## src/rtl/pit_pkg.sv

```systemverilog
package pit_pkg;
  localparam int unsigned PIT_W = 16;
  typedef logic [PIT_W-1:0] pit_val_t;
endpackage

```

## src/rtl/pit_period_reg.sv

```systemverilog
module pit_period_reg #(
  parameter int unsigned W = 16,
  parameter logic [W-1:0] RST_VAL = '0
) (
  input  logic         clk_i,
  input  logic         rst_ni,
  input  logic         we_i,
  input  logic [W-1:0] wdata_i,
  output logic [W-1:0] period_o
);
  logic [W-1:0] period_q;

  always_ff @(posedge clk_i or negedge rst_ni) begin
    if (!rst_ni)   period_q <= RST_VAL;
    else if (we_i) period_q <= wdata_i;
  end

  assign period_o = period_q;
endmodule

```

## src/rtl/pit_down_counter.sv

```systemverilog
module pit_down_counter #(
  parameter int unsigned W = 16,
  parameter logic [W-1:0] RST_VAL = '0
) (
  input  logic         clk_i,
  input  logic         rst_ni,
  input  logic         tick_i,
  input  logic         load_i,
  input  logic [W-1:0] load_val_i,
  input  logic [W-1:0] reload_val_i,
  output logic [W-1:0] count_o,
  output logic         expire_o
);
  localparam logic [W-1:0] ONE = W'(1);

  logic [W-1:0] cnt_q;
  logic         expire;

  // a write in the same cycle swallows the tick
  assign expire = tick_i & ~load_i & (cnt_q == ONE);

  always_ff @(posedge clk_i or negedge rst_ni) begin
    if (!rst_ni)       cnt_q <= RST_VAL;
    else if (load_i)   cnt_q <= load_val_i;
    else if (expire)   cnt_q <= reload_val_i;  // 0 reloads as 65536 ticks
    else if (tick_i)   cnt_q <= cnt_q - ONE;
  end

  assign count_o  = cnt_q;
  assign expire_o = expire;
endmodule

```

## src/rtl/pit_irq_ctl.sv

```systemverilog
module pit_irq_ctl (
  input  logic clk_i,
  input  logic rst_ni,
  input  logic expire_i,
  input  logic rd_i,
  input  logic en_set_i,
  input  logic en_clr_i,
  output logic status_o,
  output logic en_o,
  output logic irq_o
);
  logic status_q, en_q;

  always_ff @(posedge clk_i or negedge rst_ni) begin
    if (!rst_ni) begin
      status_q <= 1'b0;
      en_q     <= 1'b0;
    end else begin
      status_q <= expire_i | (status_q & ~rd_i);  // set beats clear
      if (en_clr_i)      en_q <= 1'b0;
      else if (en_set_i) en_q <= 1'b1;
    end
  end

  assign status_o = status_q;
  assign en_o     = en_q;
  assign irq_o    = status_q & en_q;
endmodule

```

## src/rtl/periodic_tick_timer.sv

```systemverilog
module periodic_tick_timer #(
  parameter int unsigned W = pit_pkg::PIT_W,
  parameter logic [W-1:0] RST_PERIOD = '0
) (
  input  logic         clk_i,
  input  logic         rst_ni,
  input  logic         tick_i,
  input  logic         period_we_i,
  input  logic [W-1:0] period_wdata_i,
  input  logic         status_rd_i,
  input  logic         irq_en_set_i,
  input  logic         irq_en_clr_i,
  output logic [W-1:0] period_o,
  output logic         status_o,
  output logic         irq_en_o,
  output logic         irq_o,
  output logic [W-1:0] count_o
);
  logic [W-1:0] period;
  logic         expire;

  pit_period_reg #(.W(W), .RST_VAL(RST_PERIOD)) u_period (
    .clk_i    (clk_i),
    .rst_ni   (rst_ni),
    .we_i     (period_we_i),
    .wdata_i  (period_wdata_i),
    .period_o (period)
  );

  pit_down_counter #(.W(W), .RST_VAL(RST_PERIOD)) u_cnt (
    .clk_i        (clk_i),
    .rst_ni       (rst_ni),
    .tick_i       (tick_i),
    .load_i       (period_we_i),
    .load_val_i   (period_wdata_i),
    .reload_val_i (period),
    .count_o      (count_o),
    .expire_o     (expire)
  );

  pit_irq_ctl u_irq (
    .clk_i    (clk_i),
    .rst_ni   (rst_ni),
    .expire_i (expire),
    .rd_i     (status_rd_i),
    .en_set_i (irq_en_set_i),
    .en_clr_i (irq_en_clr_i),
    .status_o (status_o),
    .en_o     (irq_en_o),
    .irq_o    (irq_o)
  );

  assign period_o = period;
endmodule

```

## config.mk

```make
export PLATFORM = sky130hd
export DESIGN_NAME = periodic_tick_timer
export DESIGN_NICKNAME = d
export VERILOG_FILES = /design/src/rtl/pit_pkg.sv /design/src/rtl/pit_period_reg.sv /design/src/rtl/pit_down_counter.sv /design/src/rtl/pit_irq_ctl.sv /design/src/rtl/periodic_tick_timer.sv
export SDC_FILE = /design/constraint.sdc
export NUM_CORES = 1
export LEC_CHECK = 0
export BUFFER_PORTS_ARGS = -buffer_cell sky130_fd_sc_hd__buf_4
export CORE_ASPECT_RATIO = 0.9
export CORE_MARGIN = 3
export CORE_UTILIZATION = 50
export DETAILED_ROUTE_END_ITERATION = 6
export MAX_ROUTING_LAYER = met4
export PLACE_DENSITY = 0.76
export SETUP_SLACK_MARGIN = 0.2
export SYNTH_ARGS = -nofsm -noshare
export SYNTH_HDL_FRONTEND = slang
export SYNTH_SLANG_ARGS = --single-unit
```

## constraint.sdc

```tcl
create_clock -name clk_i -period 2.5 [get_ports clk_i]
set_clock_uncertainty 0.15 [all_clocks]
set_input_delay 0 -clock clk_i [delete_from_list [all_inputs] [get_ports clk_i]]
set_output_delay 0 -clock clk_i [all_outputs]
set_load 0.1 [all_outputs]
```

==> load_flow_metrics.sql, run 1 <==
INSERT INTO impl_metrics (metric_group, metric, value, unit) VALUES
('layout', 'layout-drive-gt1-share', '38.5', '%'),
('cts', 'clock-root-buffer', 'clkbuf_8', ''),
('detailed_routing', 'routed_wire_length_per_instance', '16.7', 'um'),
('sta', 'worst_hold_slack', '30.0', 'ps'),
('floorplanning', 'die_area', '4450', 'sq um'),
('cts', 'numClockSinks', '34', ''),
('flow_run', 'cap_violations', '0', ''),
('logic_synthesis', 'synth-main-ff-cell', 'dfrtp_1', ''),
('worst_hold_path', 'hold_class', 'primary input to flop', ''),
('sta', 'setup_violations', '0', ''),
('pwr', 'power.density', '718', 'nW/um^2'),
('detailed_routing', 'detail_route.first_pass.iterations', '4', ''),
('worst_hold_path', 'min_path_cells', '3', ''),
('grt', 'vias_in_the_first_global_route', '1813', ''),
('cts', 'postCtsSetupBuffers', '0', ''),
('detailed_routing', 'dr.first_iter.drc_count', '138', ''),
('layout', 'final_net_count', '281', ''),
('detailed_routing', 'via_count', '1749', ''),
('sta', 'post-route-period-util', '88.7', '%'),
('logic_synthesis', 'synth_enable_flop_cells', '0', ''),
('logic_synthesis', 'synth-seq-area-share', '46.2', '%'),
('sta', 'rsz0062_at_grt', 'true', ''),
('sta', 'finalSetupTns', '0', 'ps'),
('sta', 'timing.fmax', '0.451', 'GHz'),
('floorplanning', 'die_h', '63.6', 'um'),
('setup_path', 'crit-reg2reg-launch', 'u_cnt.count_o[14]', ''),
('logic_synthesis', 'synth_compound_area_share', '18.3', '%'),
('cts', 'clk_latency', '290', 'ps'),
('grt', 'grt_pass1_wl', '8490', 'um'),
('cts', 'tritoncts', 'built', ''),
('outcome', 'run_status', 'complete, no violations', ''),
('placement', 'placement.io_buffers', '57', ''),
('layout', 'area_growth_syn_to_layout', '43.1', '%'),
('placement', 'detailed_place_hpwl', '3300', 'um'),
('floorplanning', 'initial_utilization', '53.3', '%'),
('logic_synthesis', 'synth_cells', '178', ''),
('floorplanning', 'placeableCoreArea', '3450', 'sq um'),
('setup_path', 'critPathLaunch', 'u_cnt.count_o[14]', ''),
('placement', 'place_inst', '271', ''),
('detailed_routing', 'vias_per_cell', '5.81', ''),
('logic_synthesis', 'synth-warning-count', '0', ''),
('sta', 'worst-slew-pin-transition', '925', 'ps'),
('sta', 'worst_slack', '284', 'ps'),
('grt', 'grt_max_degree', '38', ''),
('logic_synthesis', 'synth_top_family_by_area', 'compound AO/OA/AOI/OAI gates', ''),
('placement', 'post_dp_cell_area', '2310', 'sq um'),
('sta', 'layout_min_cycle_time', '2220', 'ps'),
('layout', 'fillers', '239', ''),
('placement', 'gpl.final_weighted_congestion', '0.877', ''),
('detailed_routing', 'wl_met3', '287', 'um'),
('detailed_routing', 'count_of_unresolved_drc_violations_after_routing', '0', ''),
('setup_path', 'cp-start-kind', 'flop', ''),
('setup_path', 'type_of_element_capturing_the_critical_path', 'flop', ''),
('cts', 'tritoncts.num_buffers', '5', ''),
('floorplanning', 'top_level_ports', '58', ''),
('detailed_routing', 'topRoutingLayerUsed', 'met4', ''),
('logic_synthesis', 'synth.net_count', '203', ''),
('setup_path', 'path_max_fanout', '13', ''),
('detailed_routing', 'route.antenna.remaining_nets', '0', ''),
('logic_synthesis', 'syn_area_per_cell', '10.3', 'sq um'),
('logic_synthesis', 'synth.ff_latch_count', '34', ''),
('sta', 'timing.final.max_slew_violations', '0', ''),
('setup_path', 'critical_path_required', '2520', 'ps'),
('placement', 'dp_slack', '306', 'ps'),
('logic_synthesis', 'post_synth_xor_area_fraction', '4.28', '%'),
('pwr', 'worst_ir_drop_vdd', '0.000502', 'V'),
('sta', 'slew-limit-headroom', '38.2', '%'),
('setup_path', 'data_arrival_at_the_endpoint_of_the_critical_path', '2240', 'ps'),
('detailed_routing', 'wl_met1', '2140', 'um'),
('grt', 'track_usage', '24.5', '%'),
('setup_path', 'setup.reg_to_reg.worst_slack', '280', 'ps');
-- power breakdown --
group          switching [mW]  internal [mW]
clock                   0.193          0.222
combinational           0.567          0.210
sequential             0.0899          0.610
-- cells in the final DEF (no fill, tap or decap), types with 4 or more instances in the layout --
| cell | n |
|---|---|
| buf_4 | 59 |
| dfrtp_1 | 23 |
| dlygate4sd3_1 | 21 |
| o21ai_1 | 15 |
| mux2_2 | 14 |
| nand2_1 | 11 |
| dfrtp_2 | 11 |
| nor2_1 | 10 |
| a21oi_1 | 9 |
| a22oi_1 | 7 |
| a221o_1 | 6 |
| clkbuf_8 | 6 |
| inv_1 | 5 |
| o21ai_0 | 5 |
| xor2_1 | 5 |
| nand3_1 | 5 |
| nor3_1 | 4 |
| xnor2_1 | 4 |
-- synthesized netlist by cell type, types with 5 or more instances --
cell type	count	share of area (%)
a21oi_1	9	2.4
a221o_1	6	3.3
a22oi_1	7	2.9
clkbuf_1	6	1.2
dfrtp_1	34	46
inv_1	5	1.0
mux2_2	14	8.6
nand2_1	11	2.2
nand3_1	5	1.4
nor2_1	10	2.0
o21ai_0	5	1.4
o21ai_1	15	4.1
xor2_1	5	2.4
-- worst max path at each step --
stage	to	slack, ps	depth (start not counted)
after floorplan	u_cnt.count_o[11]	220	6
after global placement	u_cnt.count_o[7]	380	7
after detailed placement	u_cnt.count_o[11]	310	5
after CTS	u_cnt.count_o[6]	280	5
after global routing	u_cnt.count_o[3]	160	5
final	u_cnt.count_o[6]	280	5
-- routing by layer --
layer / vias to the layer above / track usage (%)
li1: 819 / -
met1: 848 / 30.6
met2: 69 / 39.4
met3: 13 / 5.10
met4: 0 / 9.09
met5: - / -
-- state kept, by name, indices dropped and copies added, names as in the netlist --
signal             count
u_irq.status_o         1
u_period.period_o     16
u_cnt.count_o         16
u_irq.en_o             1
-- worst max-delay path, cell delays in order (launching register included) --
cell and delay (ps):
dfrtp_2 440, nor4_2 590, nand4_4 340, o21ai_1 240, a21oi_1 70, a221o_1 270
-- cell type report --
| class | count | area (sq um) | share of cell area [%] |
|---|---|---|---|
| Sequential cell | 34 | 865 | 32.8 |
| Clock buffer | 7 | 86.3 | 3.27 |
| Tap cell | 44 | 55.1 | 2.09 |
| Inverter | 5 | 18.8 | 0.712 |
| Multi-Input combinational cell | 130 | 953 | 36.2 |
| Timing Repair Buffer | 80 | 653 | 24.8 |
| Clock inverter | 1 | 5.00 | 0.190 |
-- cell families after synthesis --
group / Yosys count
AOI/OAI and AO/OA: 52
xor gates and xnor gates: 9
adders and majority gates: 2
buffers and inverters: 15
DFF: 34
muxes: 15
and+or+nand+nor: 51
-- repair_timing --
action / 4_1_cts / 5_1_grt
resized for setup: 0 / 1
setup endpoints to repair: 0 / 7
hold endpoints to repair: 68 / 0
hold buffers: 21 / 0
Note: power is estimated with default switching activity, not from simulation.
==> inputs of run 2 (changes only) <==
- REMOVE_ABC_BUFFERS: unset -> 1
==> run 2 against run 1 <==
Effect of this change: die area unchanged; cell count increased by 0.66%; highest routed layer unchanged; critical path depth grew 1; largest power group unchanged; total power grew 0.40%; hold slack improved by 17 ps; non-clock buffer count rose by 2; critical path type unchanged.
==> load_flow_metrics.sql, run 2 (synthesis results as in run 1) <==
INSERT INTO impl_metrics (metric_group, metric, value, unit) VALUES
('outcome', 'run_status', 'complete, no violations', ''),
('floorplanning', 'top_level_ports', '58', ''),
('detailed_routing', 'dr.first_iter.drc_count', '108', ''),
('detailed_routing', 'vias_per_cell', '5.78', ''),
('setup_path', 'crit-reg2reg-launch', 'u_cnt.count_o[4]', ''),
('detailed_routing', 'routed_wirelength', '5080', 'um'),
('grt', 'grt_pass1_wl', '8270', 'um'),
('sta', 'worst_slack', '299', 'ps'),
('detailed_routing', 'route.antenna.remaining_nets', '0', ''),
('pwr', 'cellInternalPower', '1.04', 'mW'),
('sta', 'post-route-period-util', '88.0', '%'),
('flow_run', 'cap_violations', '0', ''),
('setup_path', 'critPathTopFamily', 'simple AND/OR/NAND/NOR gates', ''),
('worst_hold_path', 'hold_class', 'primary input to asynchronous set/reset pin', ''),
('grt', 'vias_in_the_first_global_route', '1764', ''),
('grt', 'track_usage', '23.7', '%'),
('layout', 'layout_commonest_cell', 'buf_4', ''),
('setup_path', 'cell_with_the_largest_stage_delay_on_the_worst_path', 'dfrtp_1', ''),
('cts', 'clk_latency', '280', 'ps'),
('floorplanning', 'die_area', '4450', 'sq um'),
('setup_path', 'timing.rr.end', 'u_cnt.count_o[3]', ''),
('setup_path', 'type_of_element_capturing_the_critical_path', 'flop', ''),
('sta', 'rsz0062_at_grt', 'true', ''),
('setup_path', 'data_arrival_at_the_endpoint_of_the_critical_path', '2180', 'ps'),
('setup_path', 'crit_chain', 'nor4_4 > buf_4 > and2_1 > nand4b_1 > o21ai_1 > a21oi_1', ''),
('placement', 'place_inst', '273', ''),
('setup_path', 'timing_worst_setup_path_type', 'flop to flop', ''),
('detailed_routing', 'routed_wire_length_per_instance', '16.8', 'um'),
('floorplanning', 'fp-row-count', '20', ''),
('setup_path', 'critical_path_required', '2470', 'ps'),
('pwr', 'p_leak', '1.17', 'nW'),
('layout', 'fin_cells', '303', ''),
('cts', 'numClockSinks', '34', ''),
('placement', 'placement.io_buffers', '57', ''),
('cts', 'postCtsSetupBuffers', '0', ''),
('sta', 'number_of_hold_violations_in_the_final_report', '0', ''),
('grt', 'grt_overflow', '0', ''),
('sta', 'timing.fmax', '0.454', 'GHz'),
('floorplanning', 'die_h', '63.6', 'um'),
('layout', 'area_growth_syn_to_layout', '43.3', '%'),
('placement', 'detailed_place_hpwl', '3290', 'um'),
('placement', 'gpl.final_weighted_congestion', '0.819', ''),
('floorplanning', 'dieWidth', '70.0', 'um'),
('sta', 'timing.final.max_slew_violations', '0', ''),
('setup_path', 'worst_path_largest_cell_delay', '470', 'ps'),
('cts', 'tritoncts', 'built', ''),
('grt', 'grt_max_degree', '38', ''),
('floorplanning', 'placeableCoreArea', '3450', 'sq um'),
('pwr', 'power.share.combinational', '41.5', '%'),
('sta', 'layout_min_cycle_time', '2200', 'ps'),
('setup_path', 'reg2regPathDepth', '6', ''),
('cts', 'clock_path_buffers', '2', ''),
('sta', 'slew-limit-headroom', '36.9', '%'),
('setup_path', 'path_max_fanout', '9', ''),
('detailed_routing', 'detail_route.first_pass.iterations', '4', ''),
('setup_path', 'endpoint', 'u_cnt.count_o[3]', ''),
('placement', 'dp_slack', '301', 'ps'),
('sta', 'worst-slew-pin-transition', '945', 'ps'),
('setup_path', 'path_depth', '6', ''),
('setup_path', 'number_of_buffer_and_inverter_instances_along_the_worst_setup_path', '1', ''),
('detailed_routing', 'count_of_unresolved_drc_violations_after_routing', '0', ''),
('setup_path', 'cp-start-kind', 'flop', ''),
('layout', 'final_net_count', '283', ''),
('grt', 'antenna_found_initial', '0', ''),
('sta', 'setup_violations', '0', ''),
('cts', 'cts_max_level', '2', ''),
('pwr', 'finalPower', '1.90', 'mW'),
('layout', 'postLayoutCoreUtil', '76.4', '%'),
('floorplanning', 'initial_utilization', '53.3', '%'),
('pwr', 'power.density', '720', 'nW/um^2'),
('pwr', 'clkPwrFrac', '22.0', '%'),
('detailed_routing', 'via_count', '1750', ''),
('layout', 'mostFrequentLayoutCells', 'buf_4 (61), dfrtp_1 (34), dlygate4sd3_1 (21)', ''),
('pwr', 'worst_ir_drop_vdd', '0.000519', 'V'),
('cts', 'tritoncts.num_buffers', '5', ''),
('setup_path', 'critPathLaunch', 'u_cnt.count_o[4]', ''),
('pwr', 'share_of_power_burned_in_registers', '36.4', '%'),
('cts', 'clk_transition_reported_paths', '70', 'ps'),
('layout', 'antenna_cells', '0', ''),
('cts', 'clock-root-buffer', 'clkbuf_8', ''),
('pwr', 'power_switching', '0.858', 'mW'),
('setup_path', 'setup.reg_to_reg.worst_slack', '300', 'ps'),
('pwr', 'switching_share', '45.1', '%'),
('layout', 'layout-drive-gt1-share', '34.7', '%');
-- run 2: worst min-delay path by stage --
| stage | from | end | cells past startpoint |
|---|---|---|---|
| floorplan | rst_ni | u_cnt.count_o[0] | 0 |
| global placement | rst_ni | u_period.period_o[4] | 1 |
| detailed placement | rst_ni | u_cnt.count_o[4] | 1 |
| CTS | period_we_i | u_cnt.count_o[5] | 3 |
| global route | period_we_i | u_period.period_o[0] | 2 |
| finish | rst_ni | u_cnt.count_o[4] | 2 |
-- run 2: layout make-up --
class | count | area [sq um]
Multi-Input combinational cell | 130 | 956
Tap cell | 44 | 55.1
Clock inverter | 1 | 5.00
Clock buffer | 7 | 86.3
Timing Repair Buffer | 82 | 668
Fill cell | 238 | 813
Sequential cell | 34 | 851
Inverter | 5 | 18.8
-- run 2: layer usage --
layer	vias up	track usage (%)	wire (um)
met1	862	28.8	2160
met3	6	3.99	248
met4	0	8.13	63
li1	829	-	-
met2	53	40.1	2600
met5	-	-	0
-- run 2: worst register-to-register path, delay by kind of cell, from the launching register on --
kind,cells,cell delay [ps]
AND/OR/NAND/NOR,3,870
flip-flops,1,470
AO/OA/AOI/OAI,2,310
buffers and inverters,1,230
-- run 2: metrics by stage --
step	area (sq um)	hold slack (ps)	TNS, ps
5_1_grt	2640	64.1	0
3_3_place_gp	2310	-187	0
6_report	2640	46.9	0
4_1_cts	2610	35.3	0
3_5_place_dp	2310	-175	0
2_1_floorplan	1800	-446	-960
-- run 2: timing repair --
| action | CTS | global route |
|---|---|---|
| setup endpoints to repair | 0 | 7 |
| gates resized for setup | 0 | 2 |
| endpoints found under the hold margin | 68 | 0 |
| hold buffers | 21 | 0 |
-- run 2: power by group through the flow --
stage / Combinational (mW) / Clock, mW / Sequential, mW
6_report: 0.789 / 0.419 / 0.692
5_1_grt: 0.821 / 0.446 / 0.703
4_1_cts: 0.782 / 0.418 / 0.687
3_5_place_dp: 0.753 / 0 / 0.696
3_3_place_gp: 0.744 / 0 / 0.691
2_1_floorplan: 0.150 / 0 / 1.10
==> inputs of run 3 (changes only) <==
- CORE_UTILIZATION: 50 -> 45
- PLACE_DENSITY: 0.76 -> 0.7
==> run 3 against run 2 <==
Effect of this change: register-to-register slack better by 40 ps; setup slack better by 39 ps; count of clock-buffer cells in the layout up 1; cell count grew 0.66%; fmax increased by 1.8%; non-clock buffer count unchanged; clock power rose by 13%; routed wire length grew 2.0%; combinational power shrank 1%; first-iteration DRC count up 18%; highest routed layer unchanged.
==> load_flow_metrics.sql, run 3 (synthesis results as in run 1) <==
INSERT INTO impl_metrics (metric_group, metric, value, unit) VALUES
('layout', 'layout-drive-gt1-share', '35.1', '%'),
('detailed_routing', 'topRoutingLayerUsed', 'met4', ''),
('detailed_routing', 'wl_met3', '228', 'um'),
('setup_path', 'critical_path_required', '2510', 'ps'),
('outcome', 'run_status', 'complete, no violations', ''),
('sta', 'finalSetupTns', '0', 'ps'),
('worst_hold_path', 'min_path_cells', '3', ''),
('sta', 'slew-limit-headroom', '37.1', '%'),
('layout', 'fillers', '298', ''),
('setup_path', 'data_arrival_at_the_endpoint_of_the_critical_path', '2170', 'ps'),
('layout', 'layout_commonest_cell', 'buf_4', ''),
('worst_hold_path', 'worstHoldEndpoint', 'u_cnt.count_o[5]', ''),
('setup_path', 'path_max_fanout', '12', ''),
('placement', 'placement.io_buffers', '57', ''),
('layout', 'area_growth_syn_to_layout', '44.8', '%'),
('sta', 'layout_min_cycle_time', '2160', 'ps'),
('detailed_routing', 'routed_wire_length_per_instance', '17.0', 'um'),
('detailed_routing', 'dr.first_iter.drc_count', '127', ''),
('flow_run', 'cap_violations', '0', ''),
('worst_hold_path', 'hold_class', 'primary input to flop', ''),
('cts', 'clk_transition_reported_paths', '70', 'ps'),
('sta', 'timing.fmax', '0.463', 'GHz'),
('layout', 'postLayoutCoreUtil', '69.5', '%'),
('grt', 'antenna_found_initial', '0', ''),
('layout', 'mostFrequentLayoutCells', 'buf_4 (61), dfrtp_1 (34), dlygate4sd3_1 (21)', ''),
('layout', 'fin_cells', '305', ''),
('detailed_routing', 'wl_met1', '2220', 'um'),
('setup_path', 'reg2regPathDepth', '7', ''),
('detailed_routing', 'count_of_unresolved_drc_violations_after_routing', '0', ''),
('setup_path', 'setup.reg_to_reg.worst_slack', '340', 'ps'),
('grt', 'grt_overflow', '0', ''),
('detailed_routing', 'via_count', '1740', ''),
('layout', 'antenna_cells', '0', ''),
('detailed_routing', 'route.antenna.remaining_nets', '0', ''),
('cts', 'numClockSinks', '34', ''),
('floorplanning', 'placeableCoreArea', '3840', 'sq um'),
('sta', 'post-route-period-util', '86.5', '%'),
('pwr', 'power.density', '731', 'nW/um^2'),
('placement', 'gpl.final_weighted_congestion', '0.839', ''),
('layout', 'postLayoutCellArea', '2670', 'sq um'),
('cts', 'clock_path_buffers', '2', ''),
('floorplanning', 'die_area', '4900', 'sq um'),
('floorplanning', 'die_h', '66.7', 'um'),
('pwr', 'p_leak', '1.17', 'nW'),
('setup_path', 'crit-reg2reg-launch', 'u_cnt.count_o[1]', ''),
('cts', 'tritoncts.num_buffers', '5', ''),
('sta', 'rsz0062_at_grt', 'false', ''),
('grt', 'grt_pass1_wl', '8470', 'um'),
('setup_path', 'cp-start-kind', 'flop', ''),
('cts', 'clk_latency', '280', 'ps'),
('layout', 'final_net_count', '283', ''),
('setup_path', 'type_of_element_capturing_the_critical_path', 'flop', ''),
('sta', 'worst-slew-pin-transition', '942', 'ps'),
('detailed_routing', 'detail_route.first_pass.iterations', '5', ''),
('grt', 'grt_max_degree', '38', ''),
('sta', 'timing.final.max_slew_violations', '0', ''),
('floorplanning', 'top_level_ports', '58', ''),
('setup_path', 'timing_worst_setup_path_type', 'flop to flop', ''),
('floorplanning', 'dieWidth', '73.4', 'um'),
('placement', 'place_inst', '273', ''),
('cts', 'clock-root-buffer', 'clkbuf_8', ''),
('detailed_routing', 'vias_per_cell', '5.70', ''),
('detailed_routing', 'routed_wirelength', '5180', 'um'),
('detailed_routing', 'route.met2.wl', '2680', 'um'),
('grt', 'vias_in_the_first_global_route', '1745', ''),
('cts', 'cts_max_level', '2', ''),
('pwr', 'finalPower', '1.95', 'mW'),
('cts', 'tritoncts', 'built', ''),
('setup_path', 'timing.rr.end', 'u_cnt.count_o[10]', ''),
('pwr', 'worst_ir_drop_vdd', '0.000400', 'V'),
('placement', 'post_dp_cell_area', '2300', 'sq um'),
('grt', 'track_usage', '23.1', '%'),
('sta', 'number_of_hold_violations_in_the_final_report', '0', ''),
('sta', 'setup_violations', '0', ''),
('placement', 'detailed_place_hpwl', '3360', 'um'),
('floorplanning', 'fp-row-count', '21', ''),
('floorplanning', 'initial_utilization', '48.0', '%'),
('worst_hold_path', 'worst_hold_startpoint', 'period_we_i', '');
==> run 3: cell type report <==
| type | count | area, sq um | area share (%) |
|---|---|---|---|
| timing repair buffer | 82 | 668 | 25.0 |
| tap | 46 | 57.6 | 2.16 |
| clock buffer | 8 | 110 | 4.13 |
| multi-input combinational | 130 | 962 | 36.1 |
| inverter | 5 | 18.8 | 0.704 |
| sequential | 34 | 851 | 31.9 |
==> run 3: routing by layer <==
layer  track usage, %  up-vias
li1                 -      822
met1             29.0      861
met2             38.6       51
met3             4.07        6
met4             6.33        0
met5                -        -
==> run 3: repair_timing <==
action                                  CTS  global route
endpoints found under the setup margin    2             3
buffers inserted                          0             2
gates resized for setup                   1             2
hold buffers                             21             0
gates cloned                              1             0
pin swaps                                 1             1
hold endpoints to repair                 68             0
==> run 3: how the worst max path moves through the flow <==
| stage | start | end | slack, ps | cells past startpoint |
|---|---|---|---|---|
| 6_report | u_cnt.count_o[1] | u_cnt.count_o[10] | 340 | 7 |
| 3_3_place_gp | u_cnt.count_o[1] | u_cnt.count_o[7] | 370 | 7 |
| 5_1_grt | u_cnt.count_o[1] | u_cnt.count_o[10] | 200 | 7 |
| 2_1_floorplan | u_cnt.count_o[0] | u_cnt.count_o[15] | -150 | 6 |
| 4_1_cts | u_cnt.count_o[14] | u_cnt.count_o[10] | 270 | 5 |
| 3_5_place_dp | u_cnt.count_o[1] | u_cnt.count_o[15] | 210 | 7 |
==> run 3: where the power goes <==
part	switching, mW	total, mW	internal, mW
combinational	0.567	0.779	0.212
clock	0.194	0.473	0.278
sequential	0.0929	0.699	0.606
total	0.855	1.95	1.10
==> run 3: worst max-delay path, cell delays in order, from the launching register on <==
cell     delay [ps]
dfrtp_1         420
inv_1            90
ha_1            200
nor4b_4         330
nand4_4         270
o21ai_1         210
a21oi_1          80
a221o_1         280
==> run 3: stage by stage <==
stage / hold WS, ps / setup WS, ps
after floorplan: -446 / -155
after global placement: -184 / 374
after detailed placement: -179 / 207
after CTS: 45.7 / 270
after global routing: 83.2 / 205
final: 51.1 / 338
